## src/rtl/pc_pkg.sv

```systemverilog
package pc_pkg;

    typedef struct packed {
        logic vld;
        logic sof;
        logic eol;
        logic good;
        logic rfirst;
        logic rlast;
        logic cfirst;
        logic clast;
    } pc_tag_t;

    typedef enum logic [1:0] {
        CAL_OFFSET = 2'd0,
        CAL_GAIN   = 2'd1,
        CAL_DEFECT = 2'd2,
        CAL_NONE   = 2'd3
    } pc_cal_sel_e;

endpackage

```

## src/rtl/pc_calib_mem.sv

```systemverilog
module pc_calib_mem import pc_pkg::*; #(
    parameter int DW   = 14,
    parameter int GW   = 16,
    parameter int NPIX = 32,
    parameter int AW   = 5
) (
    input  logic          clk,
    input  logic          rst_n,
    input  logic          wr_en,
    input  logic          busy,
    input  logic [1:0]    wr_sel,
    input  logic [AW-1:0] wr_addr,
    input  logic [GW-1:0] wr_data,
    input  logic [AW-1:0] rd_addr,
    output logic [DW-1:0] rd_off,
    output logic [GW-1:0] rd_gain,
    output logic          rd_bad
);

    localparam logic [GW-1:0] ONE = GW'(1) << (GW-2);

    typedef struct packed {
        logic [NPIX-1:0][DW-1:0] off;
        logic [NPIX-1:0][GW-1:0] gain;
        logic [NPIX-1:0]         bad;
    } tbl_t;

    tbl_t tbl_d, tbl_q;
    logic wr_ok;

    always_comb begin
        tbl_d = tbl_q;
        wr_ok = wr_en && !busy && (int'(wr_addr) < NPIX);
        if (wr_ok) begin
            case (pc_cal_sel_e'(wr_sel))
                CAL_OFFSET: tbl_d.off[wr_addr]  = wr_data[DW-1:0];
                CAL_GAIN:   tbl_d.gain[wr_addr] = wr_data;
                CAL_DEFECT: tbl_d.bad[wr_addr]  = wr_data[0];
                default:    ;
            endcase
        end
    end

    always_ff @(posedge clk or negedge rst_n) begin
        if (!rst_n) begin
            tbl_q.off  <= '0;
            tbl_q.gain <= {NPIX{ONE}};
            tbl_q.bad  <= '0;
        end else begin
            tbl_q <= tbl_d;
        end
    end

    assign rd_off  = tbl_q.off[rd_addr];
    assign rd_gain = tbl_q.gain[rd_addr];
    assign rd_bad  = tbl_q.bad[rd_addr];

    AST_WRITE_BLOCKED: assert property (@(posedge clk) disable iff (!rst_n)
        (wr_en && busy) |=> $stable(tbl_q)) else $error("write taken while busy");

endmodule

```

## src/rtl/pc_gain_stage.sv

```systemverilog
module pc_gain_stage import pc_pkg::*; #(
    parameter int DW = 14,
    parameter int GW = 16
) (
    input  logic          clk,
    input  logic          rst_n,
    input  pc_tag_t       in_tag,
    input  logic [DW-1:0] raw,
    input  logic [DW-1:0] off,
    input  logic [GW-1:0] gain,
    output pc_tag_t       out_tag,
    output logic [DW-1:0] out_val
);

    localparam int PW = DW + GW;

    typedef struct packed {
        pc_tag_t       tag;
        logic [DW-1:0] val;
    } st_t;

    st_t st_d, st_q;
    logic [DW-1:0] diff;
    logic [PW-1:0] prod;
    logic [PW-1:0] scaled;

    always_comb begin
        diff   = (raw > off) ? (raw - off) : '0;
        prod   = PW'(diff) * PW'(gain);
        scaled = prod >> (GW - 2);
        st_d.tag = in_tag;
        st_d.val = (|scaled[PW-1:DW]) ? '1 : scaled[DW-1:0];
    end

    always_ff @(posedge clk or negedge rst_n) begin
        if (!rst_n) st_q <= '0;
        else        st_q <= st_d;
    end

    assign out_tag = st_q.tag;
    assign out_val = st_q.val;

    AST_CLAMP_ZERO: assert property (@(posedge clk) disable iff (!rst_n)
        (in_tag.vld && raw <= off) |=> (out_val == '0)) else $error("no clamp");

endmodule

```

## src/rtl/pc_subst.sv

```systemverilog
module pc_subst import pc_pkg::*; #(
    parameter int DW   = 14,
    parameter int COLS = 8
) (
    input  logic          clk,
    input  logic          rst_n,
    input  pc_tag_t       in_tag,
    input  logic [DW-1:0] in_val,
    output logic          out_vld,
    output logic          out_sof,
    output logic          out_eol,
    output logic [DW-1:0] out_data
);

    localparam int DEPTH = 2 * COLS + 1;
    localparam int TC    = COLS;
    localparam int TL    = COLS + 1;
    localparam int TR    = COLS - 1;
    localparam int TA    = 2 * COLS;
    localparam int TB    = 0;

    typedef struct packed {
        pc_tag_t [DEPTH-1:0]       tag;
        logic [DEPTH-1:0][DW-1:0]  val;
        logic [DW-1:0]             last_good;
        logic                      ovld;
        logic                      osof;
        logic                      oeol;
        logic [DW-1:0]             odata;
    } st_t;

    st_t st_d, st_q;
    pc_tag_t c;
    logic horiz_ok, vert_ok;
    logic [DW:0] hsum, vsum;

    always_comb begin
        st_d = st_q;
        st_d.tag[0] = in_tag;
        st_d.val[0] = in_val;
        for (int k = 1; k < DEPTH; k++) begin
            st_d.tag[k] = st_q.tag[k-1];
            st_d.val[k] = st_q.val[k-1];
        end
        c        = st_q.tag[TC];
        hsum     = {1'b0, st_q.val[TL]} + {1'b0, st_q.val[TR]};
        vsum     = {1'b0, st_q.val[TA]} + {1'b0, st_q.val[TB]};
        horiz_ok = !c.cfirst && !c.clast && st_q.tag[TL].good && st_q.tag[TR].good;
        vert_ok  = !c.rfirst && !c.rlast && st_q.tag[TA].good && st_q.tag[TB].good;
        st_d.ovld = c.vld;
        st_d.osof = c.vld && c.sof;
        st_d.oeol = c.vld && c.eol;
        if (c.vld) begin
            if (c.good) begin
                st_d.odata     = st_q.val[TC];
                st_d.last_good = st_q.val[TC];
            end else if (horiz_ok) begin
                st_d.odata = hsum[DW:1];
            end else if (vert_ok) begin
                st_d.odata = vsum[DW:1];
            end else begin
                st_d.odata = st_q.last_good;
            end
        end
    end

    always_ff @(posedge clk or negedge rst_n) begin
        if (!rst_n) st_q <= '0;
        else        st_q <= st_d;
    end

    assign out_vld  = st_q.ovld;
    assign out_sof  = st_q.osof;
    assign out_eol  = st_q.oeol;
    assign out_data = st_q.odata;

    AST_GOOD_PASS: assert property (@(posedge clk) disable iff (!rst_n)
        (c.vld && c.good) |=> (out_vld && out_data == $past(st_q.val[TC]))) else $error("good pixel altered");

    AST_LAST_GOOD_HELD: assert property (@(posedge clk) disable iff (!rst_n)
        !(c.vld && c.good) |=> $stable(st_q.last_good)) else $error("fallback moved");

endmodule

```

## src/rtl/pc_two_point_corr.sv

```systemverilog
module pc_two_point_corr import pc_pkg::*; #(
    parameter int DW   = 14,
    parameter int GW   = 16,
    parameter int COLS = 8,
    parameter int ROWS = 4,
    localparam int NPIX = COLS * ROWS,
    localparam int AW   = $clog2(NPIX)
) (
    input  logic          clk,
    input  logic          rst_n,
    input  logic          in_valid,
    input  logic          in_sof,
    input  logic          in_eol,
    input  logic [DW-1:0] in_data,
    input  logic          cal_we,
    input  logic [1:0]    cal_sel,
    input  logic [AW-1:0] cal_addr,
    input  logic [GW-1:0] cal_wdata,
    output logic          out_valid,
    output logic          out_sof,
    output logic          out_eol,
    output logic [DW-1:0] out_data
);

    localparam int CW = $clog2(COLS);
    localparam int RW = $clog2(ROWS);
    localparam logic [CW-1:0] LAST_COL = CW'(COLS - 1);
    localparam logic [RW-1:0] LAST_ROW = RW'(ROWS - 1);

    typedef struct packed {
        logic [CW-1:0] col;
        logic [RW-1:0] row;
        logic          in_frame;
    } pos_t;

    pos_t pos_d, pos_q;
    logic [CW-1:0] cur_col;
    logic [RW-1:0] cur_row;
    logic [AW-1:0] pix_addr;
    logic          busy;
    pc_tag_t       tag_in, tag_s1;
    logic [DW-1:0] rd_off, val_s1;
    logic [GW-1:0] rd_gain;
    logic          rd_bad;

    always_comb begin
        pos_d   = pos_q;
        cur_col = in_sof ? '0 : pos_q.col;
        cur_row = in_sof ? '0 : pos_q.row;
        if (in_valid) begin
            if (in_eol) begin
                pos_d.col = '0;
                pos_d.row = cur_row + 1'b1;
            end else begin
                pos_d.col = cur_col + 1'b1;
                pos_d.row = cur_row;
            end
            pos_d.in_frame = !(in_eol && cur_row == LAST_ROW);
        end
        pix_addr = AW'(int'(cur_row) * COLS + int'(cur_col));
        busy     = in_valid || pos_q.in_frame;
        tag_in.vld    = in_valid;
        tag_in.sof    = in_sof;
        tag_in.eol    = in_eol;
        tag_in.good   = !rd_bad;
        tag_in.rfirst = (cur_row == '0);
        tag_in.rlast  = (cur_row == LAST_ROW);
        tag_in.cfirst = (cur_col == '0);
        tag_in.clast  = (cur_col == LAST_COL);
    end

    always_ff @(posedge clk or negedge rst_n) begin
        if (!rst_n) pos_q <= '0;
        else        pos_q <= pos_d;
    end

    pc_calib_mem #(.DW(DW), .GW(GW), .NPIX(NPIX), .AW(AW)) u_mem (
        .clk(clk), .rst_n(rst_n), .wr_en(cal_we), .busy(busy),
        .wr_sel(cal_sel), .wr_addr(cal_addr), .wr_data(cal_wdata),
        .rd_addr(pix_addr), .rd_off(rd_off), .rd_gain(rd_gain), .rd_bad(rd_bad)
    );

    pc_gain_stage #(.DW(DW), .GW(GW)) u_gain (
        .clk(clk), .rst_n(rst_n), .in_tag(tag_in), .raw(in_data),
        .off(rd_off), .gain(rd_gain), .out_tag(tag_s1), .out_val(val_s1)
    );

    pc_subst #(.DW(DW), .COLS(COLS)) u_subst (
        .clk(clk), .rst_n(rst_n), .in_tag(tag_s1), .in_val(val_s1),
        .out_vld(out_valid), .out_sof(out_sof), .out_eol(out_eol), .out_data(out_data)
    );

    AST_MARKER_NEEDS_VALID: assert property (@(posedge clk) disable iff (!rst_n)
        (out_sof || out_eol) |-> out_valid) else $error("stray marker");

    AST_FRAME_OPENS: assert property (@(posedge clk) disable iff (!rst_n)
        (in_valid && in_sof && !in_eol) |=> pos_q.in_frame) else $error("frame not open");

endmodule

```

## config.mk

```make
export PLATFORM = sky130hd
export DESIGN_NAME = pc_two_point_corr
export DESIGN_NICKNAME = d
export VERILOG_FILES = /design/src/rtl/pc_pkg.sv /design/src/rtl/pc_calib_mem.sv /design/src/rtl/pc_gain_stage.sv /design/src/rtl/pc_subst.sv /design/src/rtl/pc_two_point_corr.sv
export SDC_FILE = /design/constraint.sdc
export NUM_CORES = 2
export LEC_CHECK = 0
export BUFFER_PORTS_ARGS = -buffer_cell sky130_fd_sc_hd__buf_2
export CAP_MARGIN = 20
export CORE_MARGIN = 1
export CORE_UTILIZATION = 58
export DETAILED_ROUTE_END_ITERATION = 16
export PLACE_DENSITY = 0.88
export SYNTH_ARGS = -nofsm -noshare
export SYNTH_HDL_FRONTEND = slang
export SYNTH_HIERARCHICAL = 1
export SYNTH_SLANG_ARGS = --single-unit
```

## constraint.sdc

```tcl
create_clock -name clk -period 8 [get_ports clk]
set_input_delay 0.4 -clock clk [delete_from_list [all_inputs] [get_ports clk]]
set_output_delay 0.4 -clock clk [all_outputs]
set_load 0.005 [all_outputs]
```

==> flow_metrics.env <==
export IMPL_start_util_pct=58.6
export IMPL_grt_first_pass_wirelength_mm=282
export IMPL_hold_violations=0
export IMPL_num_vias=45632
export IMPL_area_growth_pct=15.4
export IMPL_dp_hpwl_mm=109
export IMPL_seq_area_frac_synth_pct=51.2
export IMPL_cts_tree="done"
export IMPL_slowest_delay_ns=0.53
export IMPL_crit_reg2reg_launch="pos_q[4]$_DFFE_PN0P_"
export IMPL_endpoint_kind="flop"
export IMPL_place_ws_ns=-1.21
export IMPL_hold_path_class="in -> reg"
export IMPL_synth_area_per_cell_um2=12.8
export IMPL_skew_ns=0.0364
export IMPL_cp_start_kind="flop"
export IMPL_clock_sinks=1369
export IMPL_htree_levels=4
export IMPL_timing_final_crit_share_pct=113
export IMPL_rsz0062_at_grt="yes"
export IMPL_cts_buffers_inserted=136
export IMPL_layout_common_cells="dfrtp_1, mux2_2, mux2i_1"
export IMPL_initialDrtViolationCount=4752
export IMPL_cap_violations=0
export IMPL_clock_root_buffer="clkbuf_16"
export IMPL_report_final_slew_viol_count=0
export IMPL_slew_limit_headroom_pct=19.5
export IMPL_clk_latency_ns=0.76
export IMPL_io_buffer_count=59
export IMPL_clk_pin_slew_worst_paths_ns=0.06
export IMPL_nFillCells=7201
export IMPL_grt_total_usage_pct=31.2
export IMPL_worst_slack_ns=-1.01
export IMPL_cp_max_fo=14
export IMPL_yosysWarnings=6
export IMPL_syn_area_um2=67000
export IMPL_final_setup_tns_ns=-13.60
export IMPL_drive_gt1_share_pct=35.7
export IMPL_synth_seq_cells=1369
export IMPL_dieArea_um2=117000
export IMPL_finalWirelength_mm=183
export IMPL_netlist_instances=5240
export IMPL_synthFlopType="dfrtp_1"
export IMPL_synth_cell_types=99
export IMPL_layout_commonest_cell="dfrtp_1"
export IMPL_ios=60
export IMPL_clockBufferDepth=3
export IMPL_synth_edf_count=0
export IMPL_die_w_um=342
export IMPL_syn_nets=5584
export IMPL_post_dp_cell_area_um2=71000
export IMPL_final_area_um2=77300
export IMPL_nNetsFinal=5861
export IMPL_layoutNonFillerInstCount=7148
export IMPL_status="finished with violations"
export IMPL_post_drt_wl_per_cell_um=25.6
export IMPL_fmax_mhz=111
export IMPL_finalCriticalPeriod_ns=9.01
export IMPL_viasPerCell=6.38
export IMPL_top_layer="met5"
export IMPL_final_util_pct=67.6
export IMPL_drtAntennaViolNets=0
export IMPL_grt_pass1_vias=48809
export IMPL_tightest_slew_ns=1.21
export IMPL_cp_data_arrival_time_ns=9.62
export IMPL_dr_wl_met2_mm=89.1
export IMPL_die_height_um=342
export IMPL_place_gp_congestion=0.984
export IMPL_path_class="reg -> reg"
export IMPL_grt_max_degree=204
export IMPL_antenna_found_initial=14
export IMPL_peakVddDrop_uv=231
export IMPL_hold_start="cal_addr[2]"
export IMPL_crit_path_start="pos_q[4]$_DFFE_PN0P_"
export IMPL_wl_met3_mm=15.0
export IMPL_cp_common_cell="fa_1"
export IMPL_dp_cells=6829
export IMPL_rows=124
export IMPL_power_leakage_uw=0.0375
export IMPL_drt_met1_wl_mm=68.8
export IMPL_slowest_stage="fa_1"
export IMPL_p_per_area_nw_per_um2=251
export IMPL_failed_checks="setup timing"
export IMPL_required_ns=8.61
export IMPL_drtPass1Iterations=6
export IMPL_overflow=0
export IMPL_drc=0
export IMPL_setup_viol=14
export IMPL_async_reset_ff_share_pct=100
export IMPL_coreArea_um2=114000
cell type report:
class,count,area [um2],share of cell area [%]
diodes,6,15.0,0.0194
clock buffers,205,4070,5.26
clock inverters,46,618,0.800
inverters,227,852,1.10
multi-input cells,3252,30900,40.0
flip-flops and latches,1369,34300,44.4
well taps,1512,1890,2.45
repair buffers,531,4650,6.02
routing by layer:
metal / vias to the layer above / global-route usage, %
met3: 693 / 6.54
met4: 18 / 17.7
li1: 18982 / -
met1: 23559 / 38.2
met2: 2380 / 51.6
met5: - / 0
state kept, by name, indices dropped and copies added, names as in the netlist:
register and cells:
u_gain/out_tag 8, u_gain/out_val 14, u_subst/out_vld 1, u_subst/out_sof 1, u_mem/tbl_q 992, u_subst/out_data 14
u_subst/out_eol 1, u_subst/st_q 29, u_subst/st_d 295, u_subst/c 8, pos_q 6
metrics by stage:
stage	hold slack (ns)	power, uW
final	0.138	19400
after global routing	0.148	20200
after CTS	0.0940	19200
after detailed placement	0.335	12300
after global placement	0.331	12100
after floorplan	0.104	10500
path summary, 6_finish.rpt:
check | to | slack [ns] | cells past startpoint
max | u_gain/out_val[2]$_DFF_PN0_ | -1.01 | 38
min | u_mem/tbl_q[3]$_DFFE_PN0P_ | 0.14 | 4
max reg2reg | u_gain/out_val[2]$_DFF_PN0_ | -1.01 | 38
min reg2reg | u_subst/st_q[261]$_DFF_PN0_ | 0.34 | 0
max in group asynchronous | u_mem/tbl_q[48]$_DFFE_PN0P_ | 5.63 | 4
min in group asynchronous | u_subst/st_q[261]$_DFF_PN0_ | 0.31 | 2
power by group:
group | total [uW] | internal, uW | switching [uW]
clock network | 6650 | 3870 | 2780
logic | 4810 | 2060 | 2750
registers | 7920 | 7560 | 360
synthesized netlist by cell type, drive strengths merged, types with 14 or more instances:
cell type	instances	area [um2]
o21ai	39	206
dfrtp	1337	33500
nor3	80	433
o21a	17	128
and3	63	399
nand2b	14	95.1
nor2b	18	113
nand3	139	696
nand4	29	188
mux2	994	11200
xnor2	23	209
inv	226	848
a21o	20	151
nor2	111	709
ha	134	1680
buf	180	1160
a22o	63	552
fa	167	3340
or3	18	119
nand2	355	1400
mux2i	501	5010
a22oi	96	721
a211oi	23	183
and2	41	257
clkbuf	212	798
dfstp	32	841
a31oi	37	231
a21oi	139	696
cell families after synthesis:
family	Yosys count	synth area share, %
AO/OA/AOI/OAI	522	5.48
AND/OR/NAND/NOR	901	6.98
buffers and inverters	619	4.20
flip-flops	1369	51.2
adder cells (fa/ha/maj)	301	7.50
multiplexers	1495	24.2
XOR/XNOR	33	0.443
timing repair:
item | CTS | global route
gates cloned | 8 | 0
endpoints found under the hold margin | 164 | 0
pin swaps | 26 | 29
hold buffers | 4 | 0
setup endpoints to repair | 14 | 14
resized for setup | 130 | 58
buffers inserted | 29 | 21
worst max-delay path, delay by kind of cell, from the launching register on:
kind	cells	cell delay (ns)
fa+ha+maj	8	3.43
buf+inv	13	1.58
flops	1	0.36
xor+xnor	1	0.18
mux	1	0.33
compound gates	6	1.32
simple gates	9	1.63
Note: power is estimated with default switching activity, not from simulation.
